[src/rtl/soft_trig_gen.sv]
module soft_trig_gen #(
  parameter int CLK_HZ      = 80_000_000,
  parameter int STEPS_PER_S = 80,
  parameter int MULT_W      = 8
) (
  input  logic              clk,
  input  logic              rst_n,
  input  logic              cont_en,
  input  logic [MULT_W-1:0] mult_in,
  input  logic              mult_load,
  input  logic              manual_req,
  output logic              trig_out
);

  localparam int STEP = CLK_HZ / STEPS_PER_S;
  localparam int PW   = $clog2(STEP + 1);
  localparam int CW   = MULT_W + 1;

  logic [MULT_W-1:0] mult_q, cur_n;
  logic [PW-1:0]     pre_cnt;
  logic [CW-1:0]     step_cnt;
  logic              en_q, trig_q;

  wire run   = cont_en & en_q;
  wire tick  = run && (pre_cnt == PW'(STEP - 1));
  wire last  = step_cnt == (CW'(cur_n) + CW'(1));
  wire fire  = tick & last;

  assign trig_out = trig_q;

  always_ff @(posedge clk) begin
    if (!rst_n) begin
      mult_q   <= '1;
      cur_n    <= '1;
      pre_cnt  <= '0;
      step_cnt <= '0;
      en_q     <= 1'b0;
      trig_q   <= 1'b0;
    end else begin
      en_q   <= cont_en;
      trig_q <= fire | manual_req;
      if (mult_load) mult_q <= mult_in;
      if (!run) begin
        pre_cnt  <= '0;
        step_cnt <= '0;
        cur_n    <= mult_q;
      end else if (tick) begin
        pre_cnt <= '0;
        if (last) begin
          step_cnt <= '0;
          cur_n    <= mult_q;
        end else begin
          step_cnt <= step_cnt + CW'(1);
        end
      end else begin
        pre_cnt <= pre_cnt + PW'(1);
      end
    end
  end

  a_r2_load_captures: assert property (@(posedge clk) disable iff (!rst_n)
    mult_load |=> mult_q == $past(mult_in));

  a_r5_len_held: assert property (@(posedge clk) disable iff (!rst_n)
    (run && !fire) |=> $stable(cur_n));

  a_r4_no_back_to_back: assert property (@(posedge clk) disable iff (!rst_n)
    fire |=> !fire);

  a_r9_enable_restarts: assert property (@(posedge clk) disable iff (!rst_n)
    (cont_en && !en_q) |=> (pre_cnt == '0 && step_cnt == '0));

  a_r6_idle_cleared: assert property (@(posedge clk) disable iff (!rst_n)
    !cont_en |=> (step_cnt == '0 && !fire));

  a_r7_manual_pulse: assert property (@(posedge clk) disable iff (!rst_n)
    manual_req |=> trig_out);

  a_r3_count_bound: assert property (@(posedge clk) disable iff (!rst_n)
    step_cnt <= CW'(cur_n) + CW'(1));

endmodule

[config.mk]
export PLATFORM = sky130hd
export DESIGN_NAME = soft_trig_gen
export DESIGN_NICKNAME = d
export VERILOG_FILES = /design/src/rtl/soft_trig_gen.sv
export SDC_FILE = /design/constraint.sdc
export NUM_CORES = 1
export LEC_CHECK = 0
export BUFFER_PORTS_ARGS = -buffer_cell sky130_fd_sc_hd__buf_2
export CORE_MARGIN = 4
export CORE_UTILIZATION = 50
export CTS_CLUSTER_DIAMETER = 60
export DETAILED_ROUTE_END_ITERATION = 6
export PLACE_DENSITY = 0.73
export SLEW_MARGIN = 20
export SYNTH_ARGS = -nofsm -noshare
export SYNTH_HDL_FRONTEND = slang
export SYNTH_SLANG_ARGS = --single-unit
export TNS_END_PERCENT = 1
[constraint.sdc]
create_clock -name clk -period 2.8 [get_ports clk]
set_input_delay 0.56 -clock clk [delete_from_list [all_inputs] [get_ports clk]]
set_output_delay 0.56 -clock clk [all_outputs]
set_load 0.01 [all_outputs]
==> Word-level counts from Yosys, hierarchy flattened <==
Cells that the tools add are included.
{ "word_totals": {"reg_bits": 47} }
{ "classes": {"n_addsub": 3, "eq_ne": 4, "muxes": 4, "bitwise_logic": 5, "reduce_logical": 4} }
{ "ops": {"columns": ["cell", "n"], "rows": [
  ["8-bit 2-to-1 mux", 3],
  ["20-bit by 1-bit adder with 20-bit output (second input constant)", 1],
  ["20-bit == test (second input constant)", 1],
  ["8-bit by 1-bit adder with 9-bit output (second input constant)", 1],
  ["9-bit by 1-bit adder with 9-bit output (second input constant)", 1],
  ["9-bit == test", 1],
  ["9-bit 2-to-1 mux", 1],
  ["2-bit by 1-bit inequality test with 1-bit output (second input constant)", 2],
  ["2-bit AND reduction", 2],
  ["3-bit OR reduction", 1],
  ["1-bit bitwise AND", 2],
  ["1-bit inverter", 2],
  ["1-bit logical AND", 1],
  ["1-bit OR", 1]
]} }

==> Depth between registers and ports, before layout <==
Gate-level depths: netlist (run 1).
{ "logic_depth": {"word_depth": 5, "mapped_depth": 8, "mapped_depth_nobuf": 7} }

==> Worst setup path before layout (run 1) <==
No wires, ideal clock.
{ "synth_path": {"kind": "reg2reg", "start": "reg cur_n[0]", "end": "reg step_cnt[4]", "setup_time_ns": 0.116, "arrival_time_ns": 2.071, "required_time_ns": 2.684, "setup_slack_ns": 0.613, "path_stages_with_launch": 9, "path_buffers": 1, "synth_period_minus_slack_ns": 2.187, "path_cell_list": "dfxtp_1 ha_1 nor2b_1 or3_1 a311oi_2 o221ai_2 o21ba_4 buf_6 and3_2"} }
{ "synth_via": {"elab_chain_cells": 3} }
{ "synth_lines": {"columns": ["element", "line", "source"], "rows": [
  ["start, declared", "19", "logic [MULT_W-1:0] mult_q, cur_n;"],
  ["start signal, assigned", "46", "cur_n <= mult_q;"],
  ["start signal, assigned", "51", "cur_n <= mult_q;"],
  ["8-bit by 1-bit adder with 9-bit output", "26", "wire last = step_cnt == (CW'(cur_n) + CW'(1));"],
  ["9-bit == test", "26", null],
  ["9-bit 2-to-1 mux", "49", "if (last) begin"],
  ["end signal, assigned", "53", "step_cnt <= step_cnt + CW'(1);"],
  ["end, declared", "21", "logic [CW-1:0] step_cnt;"]
]} }
Every way passes these cells.
A chain may end at the register's enable or synchronous reset.

==> Final worst setup path (run 1) <==
{ "layout_path": {"start": "reg cur_n[0]", "end": "reg cur_n[5]"} }
{ "layout_via": {"elab_chain_cells": 4} }
{ "layout_lines": {"columns": ["element", "line"], "rows": [
  ["8-bit by 1-bit adder with 9-bit output", "26"],
  ["9-bit == test", "26"],
  ["2-bit by 1-bit inequality test with 1-bit output (no line)", null],
  ["2-bit AND reduction (no line)", null]
]} }
Every way passes these cells.

==> results.yml, run 1 <==
global_routing:
  grt_overflow: 0
  grt_usage_pct: 18.27
  top_usage_layer: "met2"
  grtUsageMet1_pct: 22.91
  grt_pass1_wl_um: 7859
  grt_max_degree: 26
  grt_pass1_vias: 1775
  use_met2_pct: 29.30
  met3_usage_pct: 4.806
  antenna_found_initial: 0
logic_synthesis:
  netlist.top_cell.by_area: "dfxtp_1"
  synth_area_per_cell_sq_um: 8.634
  synthTopCellsByCount: "dfxtp_1, nor2_1, nand2_1"
  synth_xor_area_share_pct: 11.62
  ys_seq_area_share_pct: 41.59
  ys.flop_type: "dfxtp_1"
  syn_inst: 262
  synth_seq_cells: 47
  synth.net_count: 278
  yosys.area_share.simple_pct: 28.82
  synth_top_family_by_area: "simple AND/OR/NAND/NOR gates"
  synthMuxAreaShare_pct: 0
  yosysTopAreaCellShare_pct: 41.59
  synth_fa_ha_area_share_pct: 1.659
  synthTopCellsByArea: "dfxtp_1, xor2_1, xnor2_1"
  synth_cell_types: 40
  syn_area_sq_um: 2262
  async_reset_ff_share_pct: 0
  yosysMostFrequentCell: "dfxtp_1"
  synth-edff-count: 0
  synth_compound_area_share_pct: 11.62
  yosys_warnings: 0
critical_path:
  ff2ff_setup_slack_ps: 310
  path_class: "flop to flop"
  required_ps: 2960
  critPathMaxFanout: 8
  startpoint_type: "flop"
  end_kind: "flop"
  crit_arrival_ps: 2650
clock_tree:
  clkLatencyLatePin_ps: 300
  clk_pin_slew_ps: 90
  cts_tree: "built"
  cts_made_buffers: 5
  h-tree-depth: 2
  cts.repair.resized: 0
  cts-root-buf: "clkbuf_8"
  cts.path.max_buffers: 2
  post_cts_buffers: 0
  postCtsHoldBufs: 0
  clock_sinks: 47
placed_design:
  placed_area_sq_um: 2338
  numPortBuffers: 13
  routabilityCongestion: 0.8120
  dp_hpwl_um: 3108
  dpl_worst_slack_ps: 307.1
worst_hold_path:
  hold_path_class: "flop to flop"
drt:
  drc: 0
  via_count: 1810
  detail_route.iter0.violations: 111
  routedWlPerCell_um: 13.65
  viasPerCell: 5.586
  wl_um: 4421
  postRouteAntennaNets: 0
  drt_first_pass_iters: 4
layout:
  fin_util_pct: 55.72
  synthToLayoutAreaGrowth_pct: 7.246
  antennaDiodeCount: 0
  nNetsFinal: 287
  register_area_sq_um: 940.9
  multi_input_area_sq_um: 1215
  final_area_sq_um: 2426
  drive_above_1_share_pct: 12.13
  fill_cells: 392
sta:
  tightest_slew_ps: 751.3
  slew_viol_final: 0
  final_critical_path_setup_slack_ps: 311.2
  hold_ws_ps: 449.2
  max_freq_mhz: 401.8
  setup_violations: 0
  report.final.hold_viol_count: 0
  fin_skew_ps: 2.932
  fin_tns_setup_ps: 0
  period_needed_ps: 2489
  slew-limit-headroom_pct: 49.92
  fin_crit_sh_pct: 88.89
  rsz0062_at_grt: "false"
pwr:
  ir_drop_mv: 0.2230
  p_leak_nw: 0.8904
  power_density_nw_per_um2: 496.8
die:
  initial_core_util_pct: 51.95
  rows: 24
  die_x_um: 75.27
  dieArea_sq_um: 5665
  core_area_sq_um: 4354
  die_h_um: 75.27
  top_level_ports: 14
job:
  drv_cap: 0
status:
  status: "finished, final reports clean"
==> logic make-up (layout without fill, tap and decap cells) <==
family | after synthesis | in the layout
and+or+nand+nor | 125 | 125
DFF | 47 | 47
AOI/OAI and AO/OA | 33 | 33
xor gates and xnor gates | 30 | 30
buffers and inverters | 24 | 34
adders and majority gates | 3 | 3
==> where the power goes <==
part	switching [mW]	internal (mW)
Sequential	0.0162	0.685
Combinational	0.0513	0.0416
Clock	0.235	0.176
Total	0.303	0.903
==> sequential cells by signal, indices dropped and copies added (netlist names) <==
name and flops:
en_q 1, cur_n 8, mult_q 8, step_cnt 9, pre_cnt 20, trig_out 1
==> routing by layer <==
layer | up-vias | routed length (um)
li1 | 931 | -
met1 | 834 | 2135
met2 | 36 | 2021
met3 | 9 | 157
met4 | 0 | 106
met5 | - | 0
==> area by class of cell <==
type | count | share of cell area (%)
Clock buffer | 5 | 2.837
Multi-Input combinational cell | 191 | 50.08
Inverter | 12 | 1.857
Sequential cell | 47 | 38.78
Clock inverter | 3 | 0.7736
Timing Repair Buffer | 14 | 2.991
Tap cell | 52 | 2.682
==> worst paths after layout <==
kind	startpoint	endpoint	cells past startpoint
max	cur_n[0]$_SDFFE_PN1P_	cur_n[5]$_SDFFE_PN1P_	7
min	pre_cnt[0]$_SDFF_PP0_	pre_cnt[0]$_SDFF_PP0_	1
max reg2reg	cur_n[0]$_SDFFE_PN1P_	cur_n[5]$_SDFFE_PN1P_	7
min reg2reg	pre_cnt[0]$_SDFF_PP0_	pre_cnt[0]$_SDFF_PP0_	1
==> cells in the final DEF, fill, tap and decap left out, drive strengths merged, types with 2 or more instances in the layout <==
cell type	instances
o221ai	9
nor2b	4
clkinv	2
nand4	4
xnor2	14
nor3	5
or3	3
o211ai	9
clkbuf	5
buf	14
ha	3
dfxtp	47
a21oi	4
inv	13
nor4	6
nand3	17
nand2b	3
nor4b	2
nor3b	4
nand2	29
o21ai	4
o2111ai	2
nor2	30
xor2	16
nand4b	2
and3	10
==> stage by stage <==
step / total power [mW] / cells
finish: 1.205 / 324
global route: 1.265 / 324
CTS: 1.218 / 324
detailed placement: 0.8093 / 316
global placement: 0.8069 / 316
floorplan: 0.7841 / 262
==> worst max-delay path, stage by stage, from the launching register on <==
cell      delay (ps)
dfxtp_1          370
ha_1             300
nor2b_1          160
or3_1            360
a311oi_2         280
o221ai_2         190
nor2_1           490
o221ai_1         190
Note: power is estimated with default switching activity, not from simulation.
==> run 2, diff against run 1 <==
--- a/config.mk
+++ b/config.mk
@@ -7,10 +7,11 @@
 export LEC_CHECK = 0
 export BUFFER_PORTS_ARGS = -buffer_cell sky130_fd_sc_hd__buf_2
 export CORE_MARGIN = 4
-export CORE_UTILIZATION = 50
+export CORE_UTILIZATION = 35
+export CTS_BUF_LIST = sky130_fd_sc_hd__clkbuf_2 sky130_fd_sc_hd__clkbuf_4 sky130_fd_sc_hd__clkbuf_8
 export CTS_CLUSTER_DIAMETER = 60
 export DETAILED_ROUTE_END_ITERATION = 6
-export PLACE_DENSITY = 0.73
+export PLACE_DENSITY = 0.56
 export SLEW_MARGIN = 20
 export SYNTH_ARGS = -nofsm -noshare
 export SYNTH_HDL_FRONTEND = slang
==> run 2 against run 1 <==
  * Sequential share of layout area down 0.86 points
  * Clock power up 12%
  * Count of clock-buffer cells in the layout up 3
  * Register-to-register slack better by 20 ps
  * Non-clock buffer count up 1
  * Largest cell class unchanged
==> results.yml, run 2 (synthesized netlist as in run 1, its figures left out) <==
pwr:
  power_mw: 1.257
  p_leak_nw: 0.9018
  power.clock.fraction_pct: 36.7
  p_sw_mw: 0.2940
  ir_drop_mv: 0.2598
  internal_power_mw: 0.9628
  combPwrFrac_pct: 7.5
  power_frac_seq_pct: 55.8
  power_density_nw_per_um2: 506.6
  p_sw_share_pct: 23.39
layout:
  largest_reg_flops: 20
  nNetsFinal: 288
  fill_cells: 670
  final_common_cell: "dfxtp_1"
  synthToLayoutAreaGrowth_pct: 9.679
  layout_common_cells: "dfxtp_1, nor2_1, nand2_1, nand3_1, xor2_1"
  drive_above_1_share_pct: 12.45
  reg_top3: "pre_cnt x20, step_cnt x9"
  antennaDiodeCount: 0
  fin_util_pct: 39.30
  regMostFlops: "pre_cnt"
  multi_input_area_sq_um: 1215
  register_area_sq_um: 940.9
drt:
  drc: 0
  via_count: 1807
  detail_route.iter0.violations: 78
  viasPerCell: 5.163
  routedWlPerCell_um: 13.06
  postRouteAntennaNets: 0
  wl_um: 4570
  drt_first_pass_iters: 4
clock_tree:
  cts-root-buf: "clkbuf_8"
  h-tree-depth: 2
  postCtsHoldBufs: 0
  cts.repair.resized: 0
  cts_made_buffers: 5
  cts_tree: "built"
  clock_sinks: 47
  post_cts_buffers: 0
  clk_pin_slew_ps: 80
  cts.path.max_buffers: 2
  clkLatencyLatePin_ps: 300
critical_path:
  path_class: "flop to flop"
  ff2ff_setup_slack_ps: 330
  r2r-start: "cur_n[0]$_SDFFE_PN1P_"
  ff2ff_path_depth: 7
  endpoint: "cur_n[1]$_SDFFE_PN1P_"
  startpoint_type: "flop"
  critPathLaunch: "cur_n[0]$_SDFFE_PN1P_"
  crit_arrival_ps: 2630
  critPathMaxFanout: 8
  required_ps: 2960
  r2r_end: "cur_n[1]$_SDFFE_PN1P_"
  end_kind: "flop"
sta:
  period_needed_ps: 2469
  setup_violations: 0
  tightest_slew_ps: 783.8
  fin_crit_sh_pct: 88.18
  fin_skew_ps: 7.120
  final_critical_path_setup_slack_ps: 330.9
  report.final.hold_viol_count: 0
  max_freq_mhz: 405.0
  hold_ws_ps: 464.4
  slew_viol_final: 0
  slew-limit-headroom_pct: 47.74
  rsz0062_at_grt: "false"
  fin_tns_setup_ps: 0
placed_design:
  numPortBuffers: 13
  dpl_worst_slack_ps: 370.5
  routabilityCongestion: 0.8142
  dp_hpwl_um: 3199
global_routing:
  grt_max_degree: 25
  grt_overflow: 0
  grt_pass1_vias: 1694
  grt_usage_pct: 12.97
  grt_pass1_wl_um: 7941
  antenna_found_initial: 0
die:
  die_h_um: 88.40
  initial_core_util_pct: 35.83
  die_x_um: 88.40
  top_level_ports: 14
  core_area_sq_um: 6314
  dieArea_sq_um: 7814
  rows: 29
job:
  drv_cap: 0
worst_hold_path:
  hold_path_class: "flop to flop"
status:
  status: "finished, final reports clean"
run 2: cell count changes in the layout (fill, tap and decap cells not counted):
cell	delta
clkbuf_4	+1
inv_6	-1
clkinv_2	-2
buf_4	+1
clkbuf_8	+2
run 2: per-stage QoR:
stage | cell area (sq um) | cells
floorplan | 2262 | 262
global placement | 2377 | 342
detailed placement | 2377 | 342
CTS | 2481 | 350
global route | 2481 | 350
finish | 2481 | 350
run 2: final cells by class:
cell class | count | share of cell area, %
clock buffer | 8 | 4.186
tap | 77 | 3.883
multi-input combinational | 191 | 48.97
inverter | 12 | 1.815
sequential | 47 | 37.92
timing repair buffer | 15 | 3.227
run 2: critical path, stage by stage (launching register included):
cell      delay (ps)
dfxtp_1          370
ha_1             310
nor2b_1          160
or3_1            360
a311oi_2         280
o221ai_2         200
nor2_1           480
o221ai_1         180
run 2: power by group through the flow:
stage | clock [mW] | sequential [mW] | combinational (mW)
global route | 0.511 | 0.705 | 0.106
floorplan | 0 | 0.711 | 0.0729
global placement | 0 | 0.717 | 0.0943
finish | 0.461 | 0.702 | 0.0942
CTS | 0.482 | 0.701 | 0.0949
detailed placement | 0 | 0.717 | 0.0943
run 2: worst min path at each step:
stage	startpoint	to	slack (ps)	cells past startpoint
final	pre_cnt[0]$_SDFF_PP0_	pre_cnt[0]$_SDFF_PP0_	460	1
after detailed placement	pre_cnt[0]$_SDFF_PP0_	pre_cnt[0]$_SDFF_PP0_	440	1
after CTS	mult_in[2]	mult_q[2]$_SDFFE_PN1P_	460	3
after global placement	pre_cnt[0]$_SDFF_PP0_	pre_cnt[0]$_SDFF_PP0_	430	1
after floorplan	pre_cnt[0]$_SDFF_PP0_	pre_cnt[0]$_SDFF_PP0_	420	1
after global routing	mult_in[2]	mult_q[2]$_SDFFE_PN1P_	470	3
run 2: layer usage:
metal | track usage [%] | up-vias | part of all wire [%]
met3 | 2.793 | 9 | 1.9
met5 | 0 | - | 0
li1 | - | 931 | -
met4 | 5.769 | 0 | 2.1
met1 | 17.60 | 854 | 52
met2 | 19.78 | 13 | 44
==> run 3, diff against run 2 <==
--- a/config.mk
+++ b/config.mk
@@ -12,6 +12,7 @@
 export CTS_CLUSTER_DIAMETER = 60
 export DETAILED_ROUTE_END_ITERATION = 6
 export PLACE_DENSITY = 0.56
+export REMOVE_ABC_BUFFERS = 1
 export SLEW_MARGIN = 20
 export SYNTH_ARGS = -nofsm -noshare
 export SYNTH_HDL_FRONTEND = slang
==> run 3 against run 2 <==
  * Die area is the same
  * Sequential power is essentially flat
  * Non-clock buffer count shrank 1
  * Largest cell class unchanged
  * Largest power group unchanged
  * Total power shrank 4.2%
  * Register-to-register slack lost 60 ps
  * Setup slack lost 60 ps
==> results.yml, run 3 (synthesized netlist as in run 1, its figures left out) <==
status:
  status: "finished, final reports clean"
pwr:
  power.clock.fraction_pct: 34.2
  combPwrFrac_pct: 7.6
  ir_drop_mv: 0.2587
  p_sw_mw: 0.2935
  power_frac_seq_pct: 58.2
  p_sw_share_pct: 24.37
  internal_power_mw: 0.9109
  power_density_nw_per_um2: 489.9
  p_leak_nw: 0.8867
critical_path:
  path_class: "flop to flop"
  crit_arrival_ps: 2690
  slowest_stage: "nor2_1"
  required_ps: 2960
  startpoint_type: "flop"
  end_kind: "flop"
  cp_cell_sequence: "ha_1, nor2b_1, or3_1, a311oi_2, o221ai_2, nor2_1, o221ai_1"
  crit_buf_inv: 0
  path_delay_family: "simple AND/OR/NAND/NOR gates"
  critPathMaxFanout: 8
  crit_path_max_incr_delay_ps: 470
placed_design:
  dp_hpwl_um: 2973
  numPortBuffers: 13
  routabilityCongestion: 0.8489
  dp_cells: 341
  dpl_worst_slack_ps: 287.6
layout:
  regMostFlops: "pre_cnt"
  synthToLayoutAreaGrowth_pct: 8.684
  fill_cells: 657
  nNetsFinal: 287
  final_common_cell: "dfxtp_1"
  largest_reg_flops: 20
  reg_top3: "pre_cnt x20, step_cnt x9"
  drive_above_1_share_pct: 12.13
  antennaDiodeCount: 0
  layout_common_cells: "dfxtp_1, nor2_1, nand2_1, nand3_1, xor2_1"
  stdcell_count: 349
sta:
  period_needed_ps: 2529
  setup_violations: 0
  slew-limit-headroom_pct: 52.12
  fin_crit_sh_pct: 90.32
  rsz0062_at_grt: "false"
  final_critical_path_setup_slack_ps: 271.0
  fin_skew_ps: 9.916
  tightest_slew_ps: 718.2
  max_freq_mhz: 395.4
  fin_tns_setup_ps: 0
  hold_ws_ps: 447.3
  report.final.hold_viol_count: 0
  slew_viol_final: 0
global_routing:
  grt_pass1_vias: 1761
  grt_usage_pct: 12.36
  antenna_found_initial: 0
  grt_pass1_wl_um: 7707
  grt_overflow: 0
  grt_max_degree: 26
clock_tree:
  postCtsHoldBufs: 0
  cts.path.max_buffers: 2
  cts_made_buffers: 5
  cts_tree: "built"
  cts.repair.resized: 0
  clock_sinks: 47
  h-tree-depth: 2
  clkLatencyLatePin_ps: 300
  post_cts_buffers: 0
  clk_pin_slew_ps: 80
  cts-root-buf: "clkbuf_8"
drt:
  drc: 0
  wl_um: 4322
  viasPerCell: 5.052
  detail_route.iter0.violations: 39
  routedWlPerCell_um: 12.38
  postRouteAntennaNets: 0
  via_count: 1763
  drt_first_pass_iters: 4
die:
  top_level_ports: 14
  die_x_um: 88.40
  core_area_sq_um: 6314
  die_h_um: 88.40
  rows: 29
  dieArea_sq_um: 7814
  initial_core_util_pct: 35.83
job:
  drv_cap: 0
worst_hold_path:
  hold_path_class: "flop to flop"
[run 3: area by class of cell]
| cell class | instances | area, sq um | share of cell area (%) |
|---|---|---|---|
| Timing Repair Buffer | 14 | 72.57 | 2.952 |
| Clock inverter | 2 | 12.51 | 0.5089 |
| Clock buffer | 6 | 76.32 | 3.104 |
| Inverter | 12 | 45.04 | 1.832 |
| Multi-Input combinational cell | 191 | 1215 | 49.41 |
| Tap cell | 77 | 96.34 | 3.919 |
| Sequential cell | 47 | 940.9 | 38.27 |
[run 3: path summary, 6_finish.rpt]
| check | start | endpoint | slack, ps | cells past startpoint |
|---|---|---|---|---|
| worst max-delay path | cur_n[0]$_SDFFE_PN1P_ | cur_n[7]$_SDFFE_PN1P_ | 270 | 7 |
| worst min-delay path | pre_cnt[0]$_SDFF_PP0_ | pre_cnt[0]$_SDFF_PP0_ | 450 | 1 |
| worst max register to register | cur_n[0]$_SDFFE_PN1P_ | cur_n[7]$_SDFFE_PN1P_ | 270 | 7 |
| worst min register to register | pre_cnt[0]$_SDFF_PP0_ | pre_cnt[0]$_SDFF_PP0_ | 450 | 1 |
[run 3: power groups by stage]
| stage | registers, mW | clock network, mW | logic, mW |
|---|---|---|---|
| global route | 0.705 | 0.460 | 0.104 |
| floorplan | 0.712 | 0 | 0.0622 |
| finish | 0.702 | 0.412 | 0.0910 |
| CTS | 0.701 | 0.433 | 0.0921 |
| detailed placement | 0.717 | 0 | 0.0916 |
| global placement | 0.717 | 0 | 0.0914 |
[run 3: per-stage QoR]
step                      power, mW  area, sq um  utilization [%]
after floorplan              0.7747         2201                -
after global placement       0.8080         2370            37.53
after detailed placement     0.8088         2370            37.53
after CTS                     1.227         2459            38.94
after global routing          1.268         2459            38.94
final                         1.204         2459            38.94
[run 3: per-layer routing]
layer / routed length [um] / share of wire [%] / global-route usage, %
met5: 0 / 0 / 0
met2: 1996 / 46 / 20.46
met4: 101 / 2.3 / 5.357
met1: 2123 / 49 / 15.35
met3: 101 / 2.3 / 2.886
